===== src/rtl/ptw_pkg.sv =====
package ptw_pkg;
  typedef enum logic [2:0] {
    ST_IDLE  = 3'd0,
    ST_RD1   = 3'd1,
    ST_WT1   = 3'd2,
    ST_RD2   = 3'd3,
    ST_WT2   = 3'd4,
    ST_DONE  = 3'd5,
    ST_FAULT = 3'd6
  } walk_state_e;

  localparam int unsigned PTE_V_BIT = 0;
  localparam int unsigned PTE_W_BIT = 1;
  localparam int unsigned PTE_D_BIT = 2;

  localparam logic [1:0] LVL_NONE = 2'd0;
  localparam logic [1:0] LVL_ONE  = 2'd1;
  localparam logic [1:0] LVL_TWO  = 2'd2;
endpackage


===== src/rtl/ptw_addr_gen.sv =====
module ptw_addr_gen #(
  parameter int unsigned PA_W   = 32,
  parameter int unsigned L1_W   = 10,
  parameter int unsigned L2_W   = 10,
  parameter int unsigned OFF_W  = 12,
  parameter int unsigned IDX_SH = 2,
  localparam int unsigned PPN_W = PA_W - OFF_W
) (
  input  logic [PA_W-1:0]  base_i,
  input  logic [L1_W-1:0]  idx1_i,
  input  logic [L2_W-1:0]  idx2_i,
  input  logic [PPN_W-1:0] tbl_ppn_i,
  input  logic             sel_l2_i,
  output logic [PA_W-1:0]  addr_o
);
  logic [PA_W-1:0] off1, off2, tbl2_base;

  assign off1      = {{(PA_W-L1_W-IDX_SH){1'b0}}, idx1_i, {IDX_SH{1'b0}}};
  assign off2      = {{(PA_W-L2_W-IDX_SH){1'b0}}, idx2_i, {IDX_SH{1'b0}}};
  assign tbl2_base = {tbl_ppn_i, {OFF_W{1'b0}}};
  assign addr_o    = sel_l2_i ? (tbl2_base + off2) : (base_i + off1);
endmodule


===== src/rtl/ptw_pte_decode.sv =====
module ptw_pte_decode
  import ptw_pkg::*;
#(
  parameter int unsigned PTE_W = 32,
  parameter int unsigned OFF_W = 12,
  localparam int unsigned PPN_W = PTE_W - OFF_W
) (
  input  logic [PTE_W-1:0] pte_i,
  output logic             valid_o,
  output logic             wr_o,
  output logic             dirty_o,
  output logic [PPN_W-1:0] ppn_o
);
  logic unused_rsvd;

  assign valid_o     = pte_i[PTE_V_BIT];
  assign wr_o        = pte_i[PTE_W_BIT];
  assign dirty_o     = pte_i[PTE_D_BIT];
  assign ppn_o       = pte_i[PTE_W-1 -: PPN_W];
  assign unused_rsvd = ^pte_i[OFF_W-1:PTE_D_BIT+1];
endmodule


===== src/rtl/ptw_fsm.sv =====
module ptw_fsm
  import ptw_pkg::*;
(
  input  logic        clk_i,
  input  logic        rst_ni,
  input  logic        req_i,
  input  logic        rvalid_i,
  input  logic        pte_valid_i,
  output walk_state_e state_o
);
  walk_state_e state_q, state_d;

  always_comb begin
    state_d = state_q;
    unique case (state_q)
      ST_IDLE:  if (req_i) state_d = ST_RD1;
      ST_RD1:   state_d = ST_WT1;
      ST_WT1:   if (rvalid_i) state_d = pte_valid_i ? ST_RD2 : ST_FAULT;
      ST_RD2:   state_d = ST_WT2;
      ST_WT2:   if (rvalid_i) state_d = pte_valid_i ? ST_DONE : ST_FAULT;
      ST_DONE,
      ST_FAULT: state_d = ST_IDLE;
      default:  state_d = ST_IDLE;
    endcase
  end

  always_ff @(posedge clk_i or negedge rst_ni) begin
    if (!rst_ni) state_q <= ST_IDLE;
    else         state_q <= state_d;
  end

  assign state_o = state_q;
endmodule


===== src/rtl/ptw_walker.sv =====
module ptw_walker
  import ptw_pkg::*;
#(
  parameter int unsigned VA_W      = 32,
  parameter int unsigned PA_W      = 32,
  parameter int unsigned L1_W      = 10,
  parameter int unsigned L2_W      = 10,
  parameter int unsigned PTE_BYTES = 4
) (
  input  logic            clk_i,
  input  logic            rst_ni,
  input  logic            walk_req_i,
  input  logic [VA_W-1:0] walk_va_i,
  input  logic [PA_W-1:0] pt_base_i,
  output logic            walk_ready_o,
  output logic            mem_req_o,
  output logic [PA_W-1:0] mem_addr_o,
  input  logic            mem_rvalid_i,
  input  logic [PA_W-1:0] mem_rdata_i,
  output logic            done_o,
  output logic            fault_o,
  output logic [1:0]      fault_lvl_o,
  output logic [PA_W-1:0] pa_o,
  output logic            perm_wr_o,
  output logic            perm_dirty_o
);
  localparam int unsigned OFF_W  = VA_W - L1_W - L2_W;
  localparam int unsigned PPN_W  = PA_W - OFF_W;
  localparam int unsigned IDX_SH = $clog2(PTE_BYTES);

  walk_state_e     state;
  logic            accept, rsp1, rsp2;
  logic [VA_W-1:0] va_q;
  logic [PA_W-1:0] base_q;
  logic [PPN_W-1:0] tbl_ppn_q;
  logic            pte_valid, pte_wr, pte_dirty;
  logic [PPN_W-1:0] pte_ppn;
  logic [PA_W-1:0] pa_q;
  logic            wr_q, dirty_q;
  logic [1:0]      lvl_q;

  ptw_fsm i_fsm (
    .clk_i      (clk_i),
    .rst_ni     (rst_ni),
    .req_i      (walk_req_i),
    .rvalid_i   (mem_rvalid_i),
    .pte_valid_i(pte_valid),
    .state_o    (state)
  );

  ptw_pte_decode #(.PTE_W(PA_W), .OFF_W(OFF_W)) i_dec (
    .pte_i  (mem_rdata_i),
    .valid_o(pte_valid),
    .wr_o   (pte_wr),
    .dirty_o(pte_dirty),
    .ppn_o  (pte_ppn)
  );

  ptw_addr_gen #(
    .PA_W(PA_W), .L1_W(L1_W), .L2_W(L2_W), .OFF_W(OFF_W), .IDX_SH(IDX_SH)
  ) i_agen (
    .base_i   (base_q),
    .idx1_i   (va_q[VA_W-1 -: L1_W]),
    .idx2_i   (va_q[OFF_W +: L2_W]),
    .tbl_ppn_i(tbl_ppn_q),
    .sel_l2_i (state == ST_RD2),
    .addr_o   (mem_addr_o)
  );

  assign accept = (state == ST_IDLE) && walk_req_i;
  assign rsp1   = (state == ST_WT1) && mem_rvalid_i;
  assign rsp2   = (state == ST_WT2) && mem_rvalid_i;

  always_ff @(posedge clk_i or negedge rst_ni) begin
    if (!rst_ni) begin
      va_q      <= '0;
      base_q    <= '0;
      tbl_ppn_q <= '0;
    end else begin
      if (accept) begin
        va_q   <= walk_va_i;
        base_q <= pt_base_i;
      end
      if (rsp1 && pte_valid) tbl_ppn_q <= pte_ppn;
    end
  end

  // result held until the next walk ends
  always_ff @(posedge clk_i or negedge rst_ni) begin
    if (!rst_ni) begin
      pa_q    <= '0;
      wr_q    <= 1'b0;
      dirty_q <= 1'b0;
      lvl_q   <= LVL_NONE;
    end else if (rsp1 && !pte_valid) begin
      lvl_q <= LVL_ONE;
    end else if (rsp2) begin
      if (pte_valid) begin
        pa_q    <= {pte_ppn, va_q[OFF_W-1:0]};
        wr_q    <= pte_wr;
        dirty_q <= pte_dirty;
        lvl_q   <= LVL_NONE;
      end else begin
        lvl_q <= LVL_TWO;
      end
    end
  end

  assign walk_ready_o = (state == ST_IDLE);
  assign mem_req_o    = (state == ST_RD1) || (state == ST_RD2);
  assign done_o       = (state == ST_DONE) || (state == ST_FAULT);
  assign fault_o      = (state == ST_FAULT);
  assign fault_lvl_o  = lvl_q;
  assign pa_o         = pa_q;
  assign perm_wr_o    = wr_q;
  assign perm_dirty_o = dirty_q;
endmodule


===== config.mk =====
export PLATFORM = sky130hd
export DESIGN_NAME = ptw_walker
export DESIGN_NICKNAME = d
export VERILOG_FILES = /design/src/rtl/ptw_pkg.sv /design/src/rtl/ptw_addr_gen.sv /design/src/rtl/ptw_pte_decode.sv /design/src/rtl/ptw_fsm.sv /design/src/rtl/ptw_walker.sv
export SDC_FILE = /design/constraint.sdc
export NUM_CORES = 1
export LEC_CHECK = 0
export BUFFER_PORTS_ARGS = -buffer_cell sky130_fd_sc_hd__buf_4
export CORE_MARGIN = 8
export CORE_UTILIZATION = 52
export CTS_CLUSTER_SIZE = 12
export DETAILED_ROUTE_END_ITERATION = 16
export MAX_ROUTING_LAYER = met4
export PLACE_DENSITY_LB_ADDON = 0.2
export SLEW_MARGIN = 20
export SYNTH_ARGS = -nofsm -noshare
export SYNTH_HDL_FRONTEND = slang
export SYNTH_SLANG_ARGS = --single-unit
export TNS_END_PERCENT = 100

===== constraint.sdc =====
create_clock -name clk_i -period 3.32 [get_ports clk_i]
set_input_delay 0.664 -clock clk_i [delete_from_list [all_inputs] [get_ports clk_i]]
set_output_delay 0.664 -clock clk_i [all_outputs]
set_load 0.01 [all_outputs]

Yosys cells after proc, flatten, opt, wreduce, memory -nomap -nowiden --
Cells that the tools add are included.
Operators by class: add/sub/neg operators 2, equal/unequal tests 9, multiplexer cells 10, bitwise operators 1, reductions and logical operators 12
Operators by type and width (count):
- 32-bit by 12-bit adder with 32-bit output | 2
- 32-bit 2-to-1 mux | 1
- 3-bit case mux with 5 select lines | 1
- 3-bit 2-to-1 mux | 4
- 3-bit equality test, second input constant | 3
- 2-bit 2-to-1 mux | 4
- 3-bit by 2-bit equality test with 1-bit output, second input constant | 2
- 2-bit != test, second input constant | 3
- 3-bit AND reduction | 2
- 1-bit logical AND | 5
- 3-bit by 1-bit equality test with 1-bit output, second input constant | 1
- 3-bit logical NOT | 1
- 1-bit logical OR | 2
- 2-bit nonzero test | 1
- 1-bit logical NOT | 1
- 1-bit NOT | 1
Word-level totals: bits in registers 123, output and inout port bits 72, word-level logic and storage cells 42

Longest topological paths before layout --
Gate-level depths: netlist of run 1.
depth in word-level cells 5, mapped depth 7, mapped depth without buffers 7

Modules after synthesis --
Synthesis of run 1 repeated with hierarchy kept, for this count alone.
Unflattened totals: cell total of the unflattened synthesis 506, area, all modules 6510.0 sq um
Modules (own cells, without submodules):
- ptw_walker | instances 1, cells each 274, area an instance 4923.5 sq um, sequential area each 3002.9 sq um
- ptw_addr_gen | instances 1, cells each 193, area an instance 1257.5 sq um, sequential area each 0.0 sq um
- ptw_pte_decode | instances 1, cells each 23, area an instance 172.7 sq um, sequential area each 0.0 sq um
- ptw_fsm | instances 1, cells each 16, area an instance 156.4 sq um, sequential area each 75.1 sq um

Least setup slack after synthesis of run 1 --
Ideal clock, no wire load.
path kind reg2out, start point reg base_q[2], end point out mem_addr_o[10], data arrival time 2.270 ns, required time 2.656 ns, slack 0.386 ns, cell stages (with the launch flop) 8, cells stage by stage dfrtp_1 -> ha_1 -> fa_1 -> a211oi_2 -> nor3_4 -> o31a_1 -> o21a_1 -> o31ai_1
On the way: cells in the longest elaborated chain, start to end 2
Ends and longest elaborated chain:
- from (decl) | RTL line ptw_walker.sv:34 | logic [PA_W-1:0] base_q;
- from (signal assigned) | RTL line ptw_walker.sv:82 | base_q <= pt_base_i;
- 32-bit by 12-bit adder with 32-bit output | RTL line ptw_addr_gen.sv:21 | assign addr_o = sel_l2_i ? (tbl2_base + off2) : (base_i + off1);
- 32-bit 2-to-1 mux | RTL line ptw_addr_gen.sv:21
- to (decl) | RTL line ptw_walker.sv:17 | output logic [PA_W-1:0] mem_addr_o,
No other way between the ends.

Final worst setup path of run 1 --
start point reg va_q[28], end point out mem_addr_o[27]
On the way: cells in the longest elaborated chain, start to end 2
Ends and longest elaborated chain:
- from (decl) | RTL line ptw_walker.sv:33 | logic [VA_W-1:0] va_q;
- from (signal assigned) | RTL line ptw_walker.sv:81 | va_q <= walk_va_i;
- 32-bit by 12-bit adder with 32-bit output | RTL line ptw_addr_gen.sv:21
- 32-bit 2-to-1 mux | RTL line ptw_addr_gen.sv:21
No other way between the ends.

==> run_results.csv, run 1 <==
group,metric,value,unit
worst_setup_path,crit_path_start,"va_q[28]$_DFFE_PN0P_",
timing,rsz0062_at_grt,"yes",
power,p_per_area,1185,nW/µm²
power,p_int,6.154,mW
final_layout,final_cell_area,8376,µm²
logic_synthesis,synth.avg_cell_area,12.20,µm²
logic_synthesis,synth_top_area_frac,0.5085,
route,drt_wl_total,16620,µm
logic_synthesis,synth_edf_count,0,
timing,slew_violations,0,
global_route,use_met2,0.3671,
floorplan,dieHeight,123.9,µm
power,leakage,3.710,nW
worst_setup_path,worstPathArrival,2.63,ns
route,drtAntennaViolNets,0,
cts,cts.path.max_buffers,2,
cts,h-tree-depth,4,
worst_setup_path,critical_path.startpoint_type,"flip-flop",
worst_setup_path,r2r_cells,4,
worst_setup_path,worstPathRequired,2.66,ns
logic_synthesis,ys_seq_area_frac,0.5085,
final_layout,diodes,0,
timing,setup-violations-final,0,
cts,cts_root_buf,"clkbuf_16",
logic_synthesis,synth_top_flop_cell,"dfrtp_1",
cts,clock_latency,0.42,ns
route,num_vias,4765,
timing,slew_headroom,0.4731,
worst_setup_path,r2r_slack,1.04,ns
run,drv_cap,0,
worst_setup_path,rr_startpoint,"i_fsm.state_o[0]$_DFFE_PN0P_",
worst_setup_path,r2r-end,"va_q[18]$_DFFE_PN0P_",
timing,period_share,0.9911,
global_route,use_met3,0.07570,
floorplan,fp-row-count,39,
floorplan,coreArea,11370,µm²
route,drtIter0Drc,312,
logic_synthesis,synth_commonest_cells,"123 x dfrtp_1, 107 x mux2_2, 37 x nand2_1",
worst_setup_path,crit_fanout,5,
worst_setup_path,worst-setup-path-type,"reg2out",
power,p_sw_frac,0.3798,
final_layout,seqCellArea,3079,µm²
cts,cts_tree,"yes",
placed_design,place_area,7440,µm²
global_route,antenna_found_initial,0,
final_layout,fill_cells,812,
logic_synthesis,yosys-top-cells-area,"dfrtp_1 51%, mux2_2 20%, nand2_1 2.3%, ha_1 2.1%, mux2_1 2.0%",
final_layout,utilization,0.7367,
route,routedWlPerCell,19.98,µm
logic_synthesis,synth_warnings,0,
power,switchingPower,3.769,mW
final_layout,layout.nets,787,
global_route,grt_overflow_total,0,
placed_design,dp_hpwl,11780,µm
timing,hold_violations,0,
logic_synthesis,yosysTopAreaCell,"dfrtp_1",
power,ir_drop,1.005,mV
final_layout,syn_to_final_growth,38.36,%
floorplan,die_w,123.9,µm
power,clockPowerShare,0.186,
logic_synthesis,syn_area,6053,µm²
power,seq_power_share,0.293,
cts,cts.sinks,123,
global_route,use_met1,0.2695,
global_route,grt_pass1_wl,25880,µm
placed_design,routabilityCongestion,0.8578,
floorplan,initial_utilization,0.5324,
timing,clock_skew,0.005086,ns
floorplan,io_pins,172,
route,route.detailed.drc,0,
min_path,min-delay-path-class,"in2async",
cts,numCtsBuffers,17,
timing,tightest_slew,0.7880,ns
final_layout,layout-drive-gt1-share,0.5385,
global_route,grt_pass1_vias,5053,
floorplan,die_area,15350,µm²
global_route,grt_most_used_layer,"met2",
logic_synthesis,synth_seq_cells,123,
logic_synthesis,synth.distinct_cells,56,
outcome,outcome,"completed",
logic_synthesis,syn_nets,607,
final_layout,multiInputGateArea,3105,µm²
timing,max_freq,303.9,MHz
route,drtPass1Iterations,4,
worst_setup_path,crit_path_end_kind,"output port",
timing,fin_crit,3.290,ns
cts,clk_pin_slew,0.06,ns
logic_synthesis,synth-async-reset-ratio,1.000,
logic_synthesis,yosys.cell_count.top_type,"dfrtp_1",
global_route,grt_max_degree,59,
global_route,grt_usage,0.2275,
timing,holdWs,0.2985,ns
placed_design,portBuffers,162,
route,viasPerCell,5.727,
logic_synthesis,syn_inst,496,
power,pwr-share-comb,0.521,
-- power by group through the flow --
stage / clock network, mW / registers (mW) / logic (mW)
final: 1.84 / 2.91 / 5.17
after floorplan: 0 / 2.76 / 2.70
after CTS: 1.87 / 2.90 / 4.88
after detailed placement: 0 / 2.85 / 4.51
after global routing: 1.94 / 3.02 / 5.52
after global placement: 0 / 2.79 / 4.39
-- routing by layer --
metal | vias to the layer above | share of wire
met5 | - | 0
met4 | 0 | 0.017
met3 | 26 | 0.077
met2 | 199 | 0.49
met1 | 2353 | 0.41
li1 | 2187 | -
-- worst max-delay path, stage by stage (launching register included) --
cell and delay [ns]:
dfrtp_1 0.42, ha_4 0.33, o211ai_4 0.12, a211oi_2 0.33, a2bb2oi_4 0.12, or4_1 0.50, a31oi_2 0.24, buf_4 0.16
-- layout by cell type, fill, tap and decap left out, types with 3 or more instances in the layout --
cell,instances
buf_4,181
dfrtp_1,122
mux2_2,107
nand2_1,37
nor2_1,21
o21ai_0,21
clkbuf_16,17
mux2_1,11
a21oi_1,10
ha_4,10
xor2_1,9
a31oi_1,8
nand3_1,7
o31ai_1,6
nor2b_1,5
a21o_1,5
and3_1,5
a21oi_2,5
o21ai_2,5
or4_1,5
and2_1,4
nand4_1,4
xnor2_1,4
or3_1,4
o21ai_1,3
inv_1,3
a211oi_2,3
a31oi_2,3
clkinv_2,3
clkbuf_8,3
clkinv_4,3
-- registers in the layout, indices dropped and copies added (netlist names) --
register / flops
i_fsm.state_o: 3
base_q: 32
tbl_ppn_q: 20
perm_wr_o: 1
fault_lvl_o: 2
pa_o: 32
perm_dirty_o: 1
va_q: 32
-- worst max path at each step --
stage | endpoint | slack, ns
after floorplan | mem_addr_o[10] | 0.39
after global placement | mem_addr_o[10] | 0.24
after detailed placement | mem_addr_o[10] | 0.26
after CTS | mem_addr_o[31] | -0.02
after global routing | mem_addr_o[27] | -0.09
final | mem_addr_o[27] | 0.03
-- kinds of logic after synthesis --
group	count (synthesis)	synth area share
buf+inv	26	0.02336
xor+xnor	13	0.01881
compound gates	95	0.1096
simple gates	110	0.09632
flops	123	0.5085
mux	118	0.2195
fa+ha+maj	11	0.02398
-- metrics by stage --
step	setup TNS, ns	setup WS [ns]	power [mW]	cells
floorplan	0	0.3863	5.463	496
global placement	0	0.2441	7.182	790
detailed placement	0	0.2587	7.362	790
CTS	-0.02115	-0.02115	9.650	824
global route	-0.4787	-0.09012	10.48	832
finish	0	0.02968	9.923	832
-- repair_timing --
item                                   CTS  global route
pin swaps                                5            15
endpoints found under the hold margin    0             0
gates resized for setup                 24            19
buffers inserted                         2             8
setup endpoints to repair               22            16
hold buffers                             0             0
-- area by class of cell --
class                           instances  share of cell area
Timing Repair Buffer                  184              0.1684
Multi-Input combinational cell        347              0.3708
Clock inverter                         10             0.01389
Tap cell                              143             0.02136
Clock buffer                           22             0.05662
Sequential cell                       123              0.3676
Inverter                                3            0.001344
(Power assumes the default switching activity.)
==> run 2: changes to the inputs <==
- BUFFER_PORTS_ARGS: -buffer_cell sky130_fd_sc_hd__buf_4 -> -buffer_cell sky130_fd_sc_hd__buf_2
==> run_results.csv, run 2 (same netlist as run 1, synthesis figures left out) <==
group,metric,value,unit
outcome,outcome,"finished, violations left",
outcome,violations,"setup timing",
route,highest-signal-layer,"met4",
timing,period_share,1.005,
route,drtPass1Iterations,6,
cts,h-tree-depth,4,
route,routed-wl-met2,7622,µm
power,p_per_area,1193,nW/µm²
global_route,grt_max_degree,61,
floorplan,die_w,123.9,µm
final_layout,final_cell_area,7944,µm²
placed_design,routabilityCongestion,0.8554,
timing,setup-violations-final,2,
timing,fin_crit,3.337,ns
final_layout,layout.nets,784,
worst_setup_path,r2r_slack,1.11,ns
worst_setup_path,r2r_cells,5,
worst_setup_path,worstPathArrival,2.67,ns
worst_setup_path,crit_fanout,5,
power,p_total,9.481,mW
final_layout,multiInputGateArea,3085,µm²
floorplan,dieHeight,123.9,µm
global_route,grt_pass1_wl,25080,µm
route,viasPerCell,5.608,
timing,slew_violations,0,
cts,clk_pin_slew,0.06,ns
route,drtAntennaViolNets,0,
route,routedWlPerCell,19.04,µm
timing,hold_violations,0,
timing,max_freq,299.7,MHz
cts,cts_tree,"yes",
floorplan,die_area,15350,µm²
worst_setup_path,rr_startpoint,"i_fsm.state_o[0]$_DFFE_PN0P_",
worst_setup_path,worstPathRequired,2.66,ns
route,num_vias,4649,
timing,rsz0062_at_grt,"yes",
power,ir_drop,0.6987,mV
placed_design,place_area,7027,µm²
route,wl_met1,6597,µm
worst_setup_path,r2r-end,"base_q[6]$_DFFE_PN0P_",
cts,cts.path.max_buffers,2,
floorplan,coreArea,11370,µm²
cts,clock_latency,0.43,ns
placed_design,dp_hpwl,11220,µm
final_layout,syn_to_final_growth,31.23,%
worst_setup_path,worst-setup-path-type,"reg2out",
global_route,grt_usage,0.2184,
cts,numCtsBuffers,17,
placed_design,pre_cts_ws,0.2469,ns
floorplan,io_pins,172,
route,drt_wl_total,15790,µm
final_layout,layout_common_cells,"160 x buf_2, 121 x dfrtp_1, 107 x mux2_2",
final_layout,layout-drive-gt1-share,0.5379,
route,drtIter0Drc,234,
placed_design,portBuffers,162,
cts,cts.sinks,123,
timing,tightest_slew,0.9245,ns
route,dr_wl_met3,1271,µm
floorplan,initial_utilization,0.5324,
placed_design,dp.cells,792,
power,leakage,3.558,nW
worst_setup_path,critical_path.startpoint_type,"flip-flop",
final_layout,seqCellArea,3080,µm²
final_layout,layout_commonest_cell,"buf_2",
timing,slew_headroom,0.3836,
global_route,grt_overflow_total,0,
route,route.detailed.drc,0,
final_layout,fin_cells,829,
min_path,min-delay-path-class,"in2async",
timing,clock_skew,0.007783,ns
run,drv_cap,0,
final_layout,diodes,0,
floorplan,fp-row-count,39,
final_layout,fill_cells,842,
cts,cts_root_buf,"clkbuf_16",
global_route,antenna_found_initial,0,
global_route,grt_pass1_vias,5003,
timing,worst_slack,-0.01695,ns
timing,holdWs,0.3181,ns
worst_setup_path,crit_path_end_kind,"output port",
## run 2: changes by cell type in the layout (fill, tap and decap cells not counted), moves of 2 or more
cell | before | now
buf_4 | 181 | 21
a31oi_1 | 8 | 10
a2bb2oi_2 | 0 | 2
buf_12 | 2 | 0
or4_4 | 2 | 0
a2bb2oi_4 | 2 | 0
buf_2 | 0 | 160
inv_6 | 0 | 2
clkbuf_1 | 2 | 0
or4_1 | 5 | 7
clkinv_2 | 3 | 0
clkinvlp_4 | 2 | 5
## run 2: metal layers
layer,track usage,up-vias
met5,-,-
met4,0.09219,0
met3,0.07253,25
met2,0.3341,158
met1,0.2607,2280
li1,-,2186
## run 2: worst max-delay path by stage
stage / to / depth (start not counted) / startpoint / slack [ns]
floorplan: mem_addr_o[10] / 7 / base_q[2]$_DFFE_PN0P_ / 0.39
global placement: mem_addr_o[10] / 8 / base_q[2]$_DFFE_PN0P_ / 0.24
detailed placement: mem_addr_o[10] / 8 / base_q[2]$_DFFE_PN0P_ / 0.25
CTS: mem_addr_o[10] / 8 / base_q[2]$_DFFE_PN0P_ / -0.03
global route: mem_addr_o[10] / 8 / va_q[22]$_DFFE_PN0P_ / -0.12
finish: mem_addr_o[10] / 8 / va_q[22]$_DFFE_PN0P_ / -0.02
## run 2: through the flow
| step | setup TNS (ns) | util |
|---|---|---|
| after floorplan | 0 | - |
| after global placement | 0 | 0.6180 |
| after detailed placement | 0 | 0.6180 |
| after CTS | -0.03253 | 0.6849 |
| after global routing | -0.7540 | 0.6987 |
| final | -0.01811 | 0.6987 |
## run 2: area by class of cell
cell class | instances | share of cell area
tap | 143 | 0.02252
clock inverter | 12 | 0.02048
multi-input combinational | 347 | 0.3884
sequential | 123 | 0.3878
timing repair buffer | 181 | 0.1206
inverter | 3 | 0.001418
clock buffer | 20 | 0.05875
## run 2: repair_timing
item / CTS / global route
endpoints found under the hold margin: 0 / 0
resized for setup: 19 / 22
setup endpoints to repair: 23 / 18
gates cloned: 0 / 0
hold buffers: 0 / 0
setup buffers: 2 / 3
pin swaps: 5 / 14
## run 2: power breakdown
| group | internal, mW | leakage, nW | switching [mW] |
|---|---|---|---|
| sequential | 2.26 | 1.47 | 0.570 |
| clock | 1.25 | 0.291 | 0.702 |
| combinational | 2.31 | 1.79 | 2.39 |
## run 2: worst max-delay path, stage by stage (launching register included)
cell	delay, ns
dfrtp_1	0.41
ha_4	0.18
fa_2	0.38
a211oi_4	0.35
nor3_4	0.11
o31a_1	0.28
o21a_1	0.19
o31ai_2	0.17
buf_2	0.17
